[config.mk]
export PLATFORM = sky130hd
export DESIGN_NAME = emb_timer_unit
export DESIGN_NICKNAME = d
export VERILOG_FILES = /design/src/rtl/emb_timer_unit.sv
export SDC_FILE = /design/constraint.sdc
export NUM_CORES = 1
export LEC_CHECK = 0
export BUFFER_PORTS_ARGS = -buffer_cell sky130_fd_sc_hd__buf_2
export CAP_MARGIN = 15
export CORE_MARGIN = 1
export CORE_UTILIZATION = 30
export CTS_CLUSTER_SIZE = 16
export DETAILED_ROUTE_END_ITERATION = 12
export GPL_TIMING_DRIVEN = 0
export PLACE_DENSITY = 0.58
export SLEW_MARGIN = 15
export SYNTH_ARGS = -nofsm -noshare
export SYNTH_HDL_FRONTEND = slang
export SYNTH_SLANG_ARGS = --single-unit
export TNS_END_PERCENT = 10
[constraint.sdc]
create_clock -name clk -period 5.6 [get_ports clk]
set_clock_uncertainty 0.1 [all_clocks]
set_input_delay 0.28 -clock clk [delete_from_list [all_inputs] [get_ports clk]]
set_output_delay 0.28 -clock clk [all_outputs]
set_load 0.01 [all_outputs]
[src/rtl/emb_timer_unit.sv]
`timescale 1ns/1ps
module emb_timer_unit #(
  parameter int TBW      = 32,
  parameter int FIT_BASE = 9,
  parameter int WDG_BASE = 17,
  parameter int PIT_W    = 32
) (
  input  logic        clk,
  input  logic        rst_n,
  input  logic        tb_tick,
  input  logic        reg_we,
  input  logic [1:0]  reg_sel,
  input  logic [31:0] reg_wdata,
  output logic [31:0] reg_rdata,
  output logic        fit_irq,
  output logic        pit_irq,
  output logic        wdog_irq,
  output logic        rst_req,
  output logic [1:0]  rst_kind
);
  localparam int IW = $clog2(TBW);

  logic [TBW-1:0]   tb_q, tb_nx;
  logic [9:0]       ctrl_q;
  logic [5:0]       st_q, st_d;
  logic [PIT_W-1:0] pit_cnt_q, pit_rld_q;
  logic [IW-1:0]    fit_idx, wdg_idx;
  logic             fit_exp, wdg_exp, pit_exp, pit_wr;

  assign tb_nx   = tb_q + TBW'(1);
  assign fit_idx = IW'(FIT_BASE) + IW'({ctrl_q[3:2], 2'b00});
  assign wdg_idx = IW'(WDG_BASE) + IW'({ctrl_q[9:8], 2'b00});
  assign fit_exp = tb_tick & ~tb_q[fit_idx] & tb_nx[fit_idx];
  assign wdg_exp = tb_tick & ~tb_q[wdg_idx] & tb_nx[wdg_idx];
  assign pit_wr  = reg_we && reg_sel == 2'd2;
  assign pit_exp = tb_tick && !pit_wr && pit_cnt_q == PIT_W'(1);

  always_comb begin
    st_d = st_q;
    if (reg_we && reg_sel == 2'd1) st_d = st_q & ~reg_wdata[31:26];
    if (fit_exp) st_d[0] = 1'b1;
    if (pit_exp) st_d[1] = 1'b1;
    if (wdg_exp) begin
      if (!st_q[5])      st_d[5]   = 1'b1;
      else if (!st_q[4]) st_d[4]   = 1'b1;
      else               st_d[3:2] = ctrl_q[7:6];
    end
  end

  always_ff @(posedge clk) begin
    if (!rst_n) begin
      tb_q      <= '0;
      ctrl_q    <= '0;
      st_q      <= '0;
      pit_cnt_q <= '0;
      pit_rld_q <= '0;
    end else begin
      if (tb_tick) tb_q <= tb_nx;
      if (reg_we && reg_sel == 2'd0) ctrl_q <= reg_wdata[31:22];
      st_q <= st_d;
      if (pit_wr) begin
        pit_cnt_q <= reg_wdata[PIT_W-1:0];
        if (reg_wdata[PIT_W-1:0] != '0) pit_rld_q <= reg_wdata[PIT_W-1:0];
      end else if (pit_exp) begin
        pit_cnt_q <= ctrl_q[0] ? pit_rld_q : '0;
      end else if (tb_tick && pit_cnt_q != '0) begin
        pit_cnt_q <= pit_cnt_q - PIT_W'(1);
      end
    end
  end

  always_comb begin
    case (reg_sel)
      2'd0:    reg_rdata = {ctrl_q, 22'b0};
      2'd1:    reg_rdata = {st_q, 26'b0};
      2'd2:    reg_rdata = 32'(pit_cnt_q);
      default: reg_rdata = '0;
    endcase
  end

  assign fit_irq  = st_q[0] & ctrl_q[1];
  assign pit_irq  = st_q[1] & ctrl_q[4];
  assign wdog_irq = st_q[4] & ctrl_q[5];
  assign rst_kind = st_q[3:2];
  assign rst_req  = |st_q[3:2];
endmodule

Word level (Yosys, flattened, before mapping):

Cells that the tools add are included.

* input port bits: 38
* output and inout bits: 38
* word-level logic and storage cells: 63
* register bits: 112

* magnitude comparators: 2
* bitwise operators: 11
* muxes and demuxes: 21
* reductions and logical operators: 15
* equal/unequal tests: 3
* $add $sub $neg: 4

Operators by type and width (count)
* $mux W32: 4
* $pmux W32 S3: 1
* $reduce_bool A32 Y1: 2
* $add A32 B1 Y32 const B: 1
* $eq A32 B1 Y1 const B: 1
* $sub A32 B1 Y32 const B: 1
* $bmux W1 S5: 4
* $lt A5 B6 Y1 const B: 2
* $mux W1: 8
* $and A1 B1 Y1: 7
* $and A6 B6 Y6: 1
* $logic_and A1 B1 Y1: 6
* $mux W6: 1
* $not A6 Y6: 1
* $add A4 B4 Y5 const A: 1
* $add A5 B4 Y5 const A: 1
* $mux W4: 1
* $reduce_bool A2 Y1: 2
* $mux W3: 1
* $reduce_bool A3 Y1: 1
* $eq A2 B1 Y1 const B: 1
* $eq A2 B2 Y1 const B: 1
* $logic_not A2 Y1: 1
* $mux W2: 1
* other kinds (4): 5

Logic depth before layout (Yosys ltp):

* word-level depth: 7
* depth in mapped cells: 9
* mapped depth without buffers: 7

Worst setup path before layout:

Ideal clock, no wire load.

* kind: reg2reg
* start: register pit_cnt_q[9]
* end: register pit_cnt_q[18]
* setup time: 0.117 ns
* setup slack: 3.261 ns
* arrival time: 2.122 ns
* clock period less this slack: 2.339 ns
* stages on the path, launching flop included: 9
* path buffers: 2
* path through: dfxtp_1 > buf_6 > nor4_4 > nand2_1 > o41a_1 > nor3_4 > buf_6 > nor2_1 > a32o_1

* longest elaborated chain between the ends: 4
* elaborated cells between the ends (all ways): 9

Ends and longest elaborated chain
* start: declaration: line 26 `logic [PIT_W-1:0] pit_cnt_q, pit_rld_q;`
* start signal: assignment: line 62 `pit_cnt_q <= reg_wdata[PIT_W-1:0];`
* start signal: assignment: line 65 `pit_cnt_q <= ctrl_q[0] ? pit_rld_q : '0;`
* start signal: assignment: line 67 `pit_cnt_q <= pit_cnt_q - PIT_W'(1);`
* $sub A32 B1 Y32 or $eq A32 B1 Y1 (tied branches): line 67, 36
* $mux W32 or $logic_and A1 B1 Y1 (tied branches): line 66, 36
* $mux W32: line 64 `end else if (pit_exp) begin`
* $mux W32: line 61 `if (pit_wr) begin`

Several ways; a longest one is shown, not always the timed one. The select of a mux whose other input is x is not followed.
A chain may end at the register's enable or synchronous reset.

Worst setup path in the final report:

* start: register pit_cnt_q[23]
* end: register pit_cnt_q[18]

* longest elaborated chain between the ends: 4
* elaborated cells between the ends (all ways): 7

Ends and longest elaborated chain
* $eq A32 B1 Y1: line 36 `assign pit_exp = tb_tick && !pit_wr && pit_cnt_q == PIT_W'(1);`
* $logic_and A1 B1 Y1: line 36
* $mux W32: line 64
* $mux W32: line 61

Several ways; a longest one is shown, not always the timed one.

==> qor.csv <==
stage;metric;value;unit
place;portBuffers;75;
global_route;grt_max_degree;18;
cells_and_area;area_delta_synth_final;16.08;%
cells_and_area;nFillCells;2091;
sta;whs;101.1;ps
worst_setup_path;critPathMaxFanout;10;
sta;fin_tns_setup;0;ps
clock_network;clk_pin_slew;80;ps
synthesis;synthSimpleGateAreaFrac;29.39;%
floorplan;rows;51;
synthesis;post-synth-top-area-cell;dfxtp_1;
synthesis;synth_edf_count;0;
drt;wl_per_cell;18.98;um
synthesis;ys_types;70;
global_route;grt_pass1_wl;31660;um
sta;min_period;2989;ps
global_route;grt-ovfl-total;0;
worst_setup_path;critical_path_required;5750;ps
sta;hold_viol;0;
floorplan;chipHeight;144.8;um
sta;slew_headroom;34.41;%
synthesis;synth_top_family_by_area;simple AND/OR/NAND/NOR gates;
sta;period_share;53.37;%
synthesis;synth.top_cell.area_share;36.00;%
drt;maxUsedRoutingLayer;met4;
clock_network;clkLatencyLatePin;360;ps
drt;wl_met3;1412;um
cells_and_area;antennaDiodeCount;0;
drt;wl;20880;um
drt;routed_via_density;5.404;
cells_and_area;drive_gt1_share;16.65;%
run;max-cap-violations;0;
clock_network;postCtsSetupBuffers;0;
floorplan;die-area;20970;um^2
synthesis;synth.ff_latch_count;110;
synthesis;avgSynthCellArea;8.222;um^2
global_route;antenna_found_initial;0;
power_and_ir_drop;peakVddDrop;136.4;uV
sta;rsz0062_at_grt;false;
clock_network;cts_resized;0;
clock_network;cts_sinks;110;
synthesis;synth_cells;744;
synthesis;syn_nets;785;
sta;tightest_slew;976.4;ps
drt;drc;0;
global_route;gr-usage-all-layers;20.43;%
synthesis;synth_common_cells;111 x nor2_1, 110 x dfxtp_1, 68 x nand2_1;
place;gp_congestion;0.8964;
floorplan;start_util;31.02;%
synthesis;synth_mux_area_share;4.091;%
sta;setup_viol;0;
synthesis;async_flop_share;0;%
synthesis;synthFlopType;dfxtp_1;
clock_network;cts_inserted_buffers;9;
worst_setup_path;cp-end-kind;flip-flop;
global_route;grt_pass1_vias;5431;
drt;drt_iter0_markers;528;
floorplan;io_pins;76;
synthesis;synth.most_common_cell;nor2_1;
place;post-dp-hpwl;15260;um
clock_network;htree_levels;3;
drt;dr_wl_met2;9861;um
sta;max_freq;334.6;MHz
clock_network;clockBufferDepth;2;
synthesis;synth_warnings;0;
synthesis;yosysSeqAreaShare;36.00;%
drt;postRouteAntennaNets;0;
clock_network;cts_root_buf;clkbuf_16;
synthesis;syn_area;6117;um^2
worst_setup_path;critPathKind;flip-flop to flip-flop;
synthesis;synthAdderAreaFrac;0.6136;%
power_and_ir_drop;p_leak;2.645;nW
hold_path;hp-class;primary input to flip-flop;
drt;met1_length;9275;um
synthesis;synthXorXnorAreaFrac;5.584;%
power_and_ir_drop;power.density;269.5;nW/um^2
floorplan;die_width;144.8;um
floorplan;core-area;19720;um^2
sta;maxSlewViolCount;0;
clock_network;ctsHoldBuffers;0;
worst_setup_path;arrival;3140;ps
run_status;status;finished, final reports clean;
synthesis;synth_compound_area_share;18.57;%
drt;vias;5944;
worst_setup_path;start_kind;flip-flop;
synthesis;ys_top_cells_by_area;dfxtp_1 36%, nor2_1 6.8%, nand2_1 4.2%;
clock_network;tritoncts;yes;
cells_and_area;nets;871;
drt;dr.pass1.iters;5;
registers in the layout, indices dropped and copies added (netlist names):
name / flops
tb_q: 30
pit_rld_q: 32
pit_cnt_q: 32
ctrl_q: 10
st_q: 6
stage by stage:
stage / utilization [%] / setup WS [ps] / instance area (um^2) / power (mW) / cells
3_3_place_gp: 34.61 / 2431 / 6824 / 1.290 / 1084
2_1_floorplan: - / 3261 / 6117 / 1.163 / 744
4_1_cts: 36.01 / 2664 / 7101 / 1.913 / 1100
5_1_grt: 36.01 / 2463 / 7101 / 1.982 / 1100
6_report: 36.01 / 2611 / 7101 / 1.913 / 1100
3_5_place_dp: 34.61 / 2420 / 6824 / 1.291 / 1084
report_power, final:
group	internal (mW)	switching, mW
clock network	0.316	0.317
logic	0.163	0.253
registers	0.817	0.0470
total	1.30	0.617
area by class of cell:
class | count | area (um^2) | share of cell area (%)
buffer | 51 | 310.3 | 4.370
clock buffer | 11 | 242.7 | 3.419
clock inverter | 5 | 33.78 | 0.4758
inverter | 11 | 41.29 | 0.5815
multi-input combinational | 572 | 3563 | 50.19
sequential | 110 | 2202 | 31.01
tap | 265 | 331.6 | 4.670
timing repair buffer | 75 | 375.4 | 5.286
routing by layer:
metal | GRT usage (%) | vias up
li1 | - | 2867
met1 | 26.88 | 2829
met2 | 34.21 | 224
met3 | 2.863 | 24
met4 | 6.648 | 0
met5 | 0 | -
worst max-delay path, cell delays in order (launching register included):
cell	delay, ps
dfxtp_1	380
nor4_1	610
nand3_1	300
o41a_1	580
nor3_4	400
buf_6	220
nor2_1	60
a32o_1	220
cells by family (layout without fill, tap and decap cells):
| kind of cell | count (synthesis) | count (layout) |
|---|---|---|
| compound gates | 159 | 159 |
| mux | 25 | 25 |
| simple gates | 346 | 346 |
| flops | 110 | 110 |
| xor+xnor | 39 | 39 |
| fa+ha+maj | 3 | 3 |
| buf+inv | 62 | 153 |
final timing paths:
path / startpoint / endpoint / slack (ps) / depth (start not counted)
worst max register to register: pit_cnt_q[23] / pit_cnt_q[18] / 2610 / 7
worst min-delay path: reg_wdata[19] / pit_rld_q[19] / 100 / 3
worst min register to register: pit_rld_q[16] / pit_rld_q[16] / 360 / 2
worst max-delay path: pit_cnt_q[23] / pit_cnt_q[18] / 2610 / 7
layout by cell type, fill, tap and decap left out, drive strengths merged, types with 18 or more instances in the layout:
master	instances
nand4	26
xnor2	25
nor3	18
buf	93
and2	31
nor4	22
nand2	70
clkbuf	43
mux2i	25
nor2	111
nand3	30
a21oi	50
dfxtp	110
Note: power is estimated with default switching activity, not from simulation.
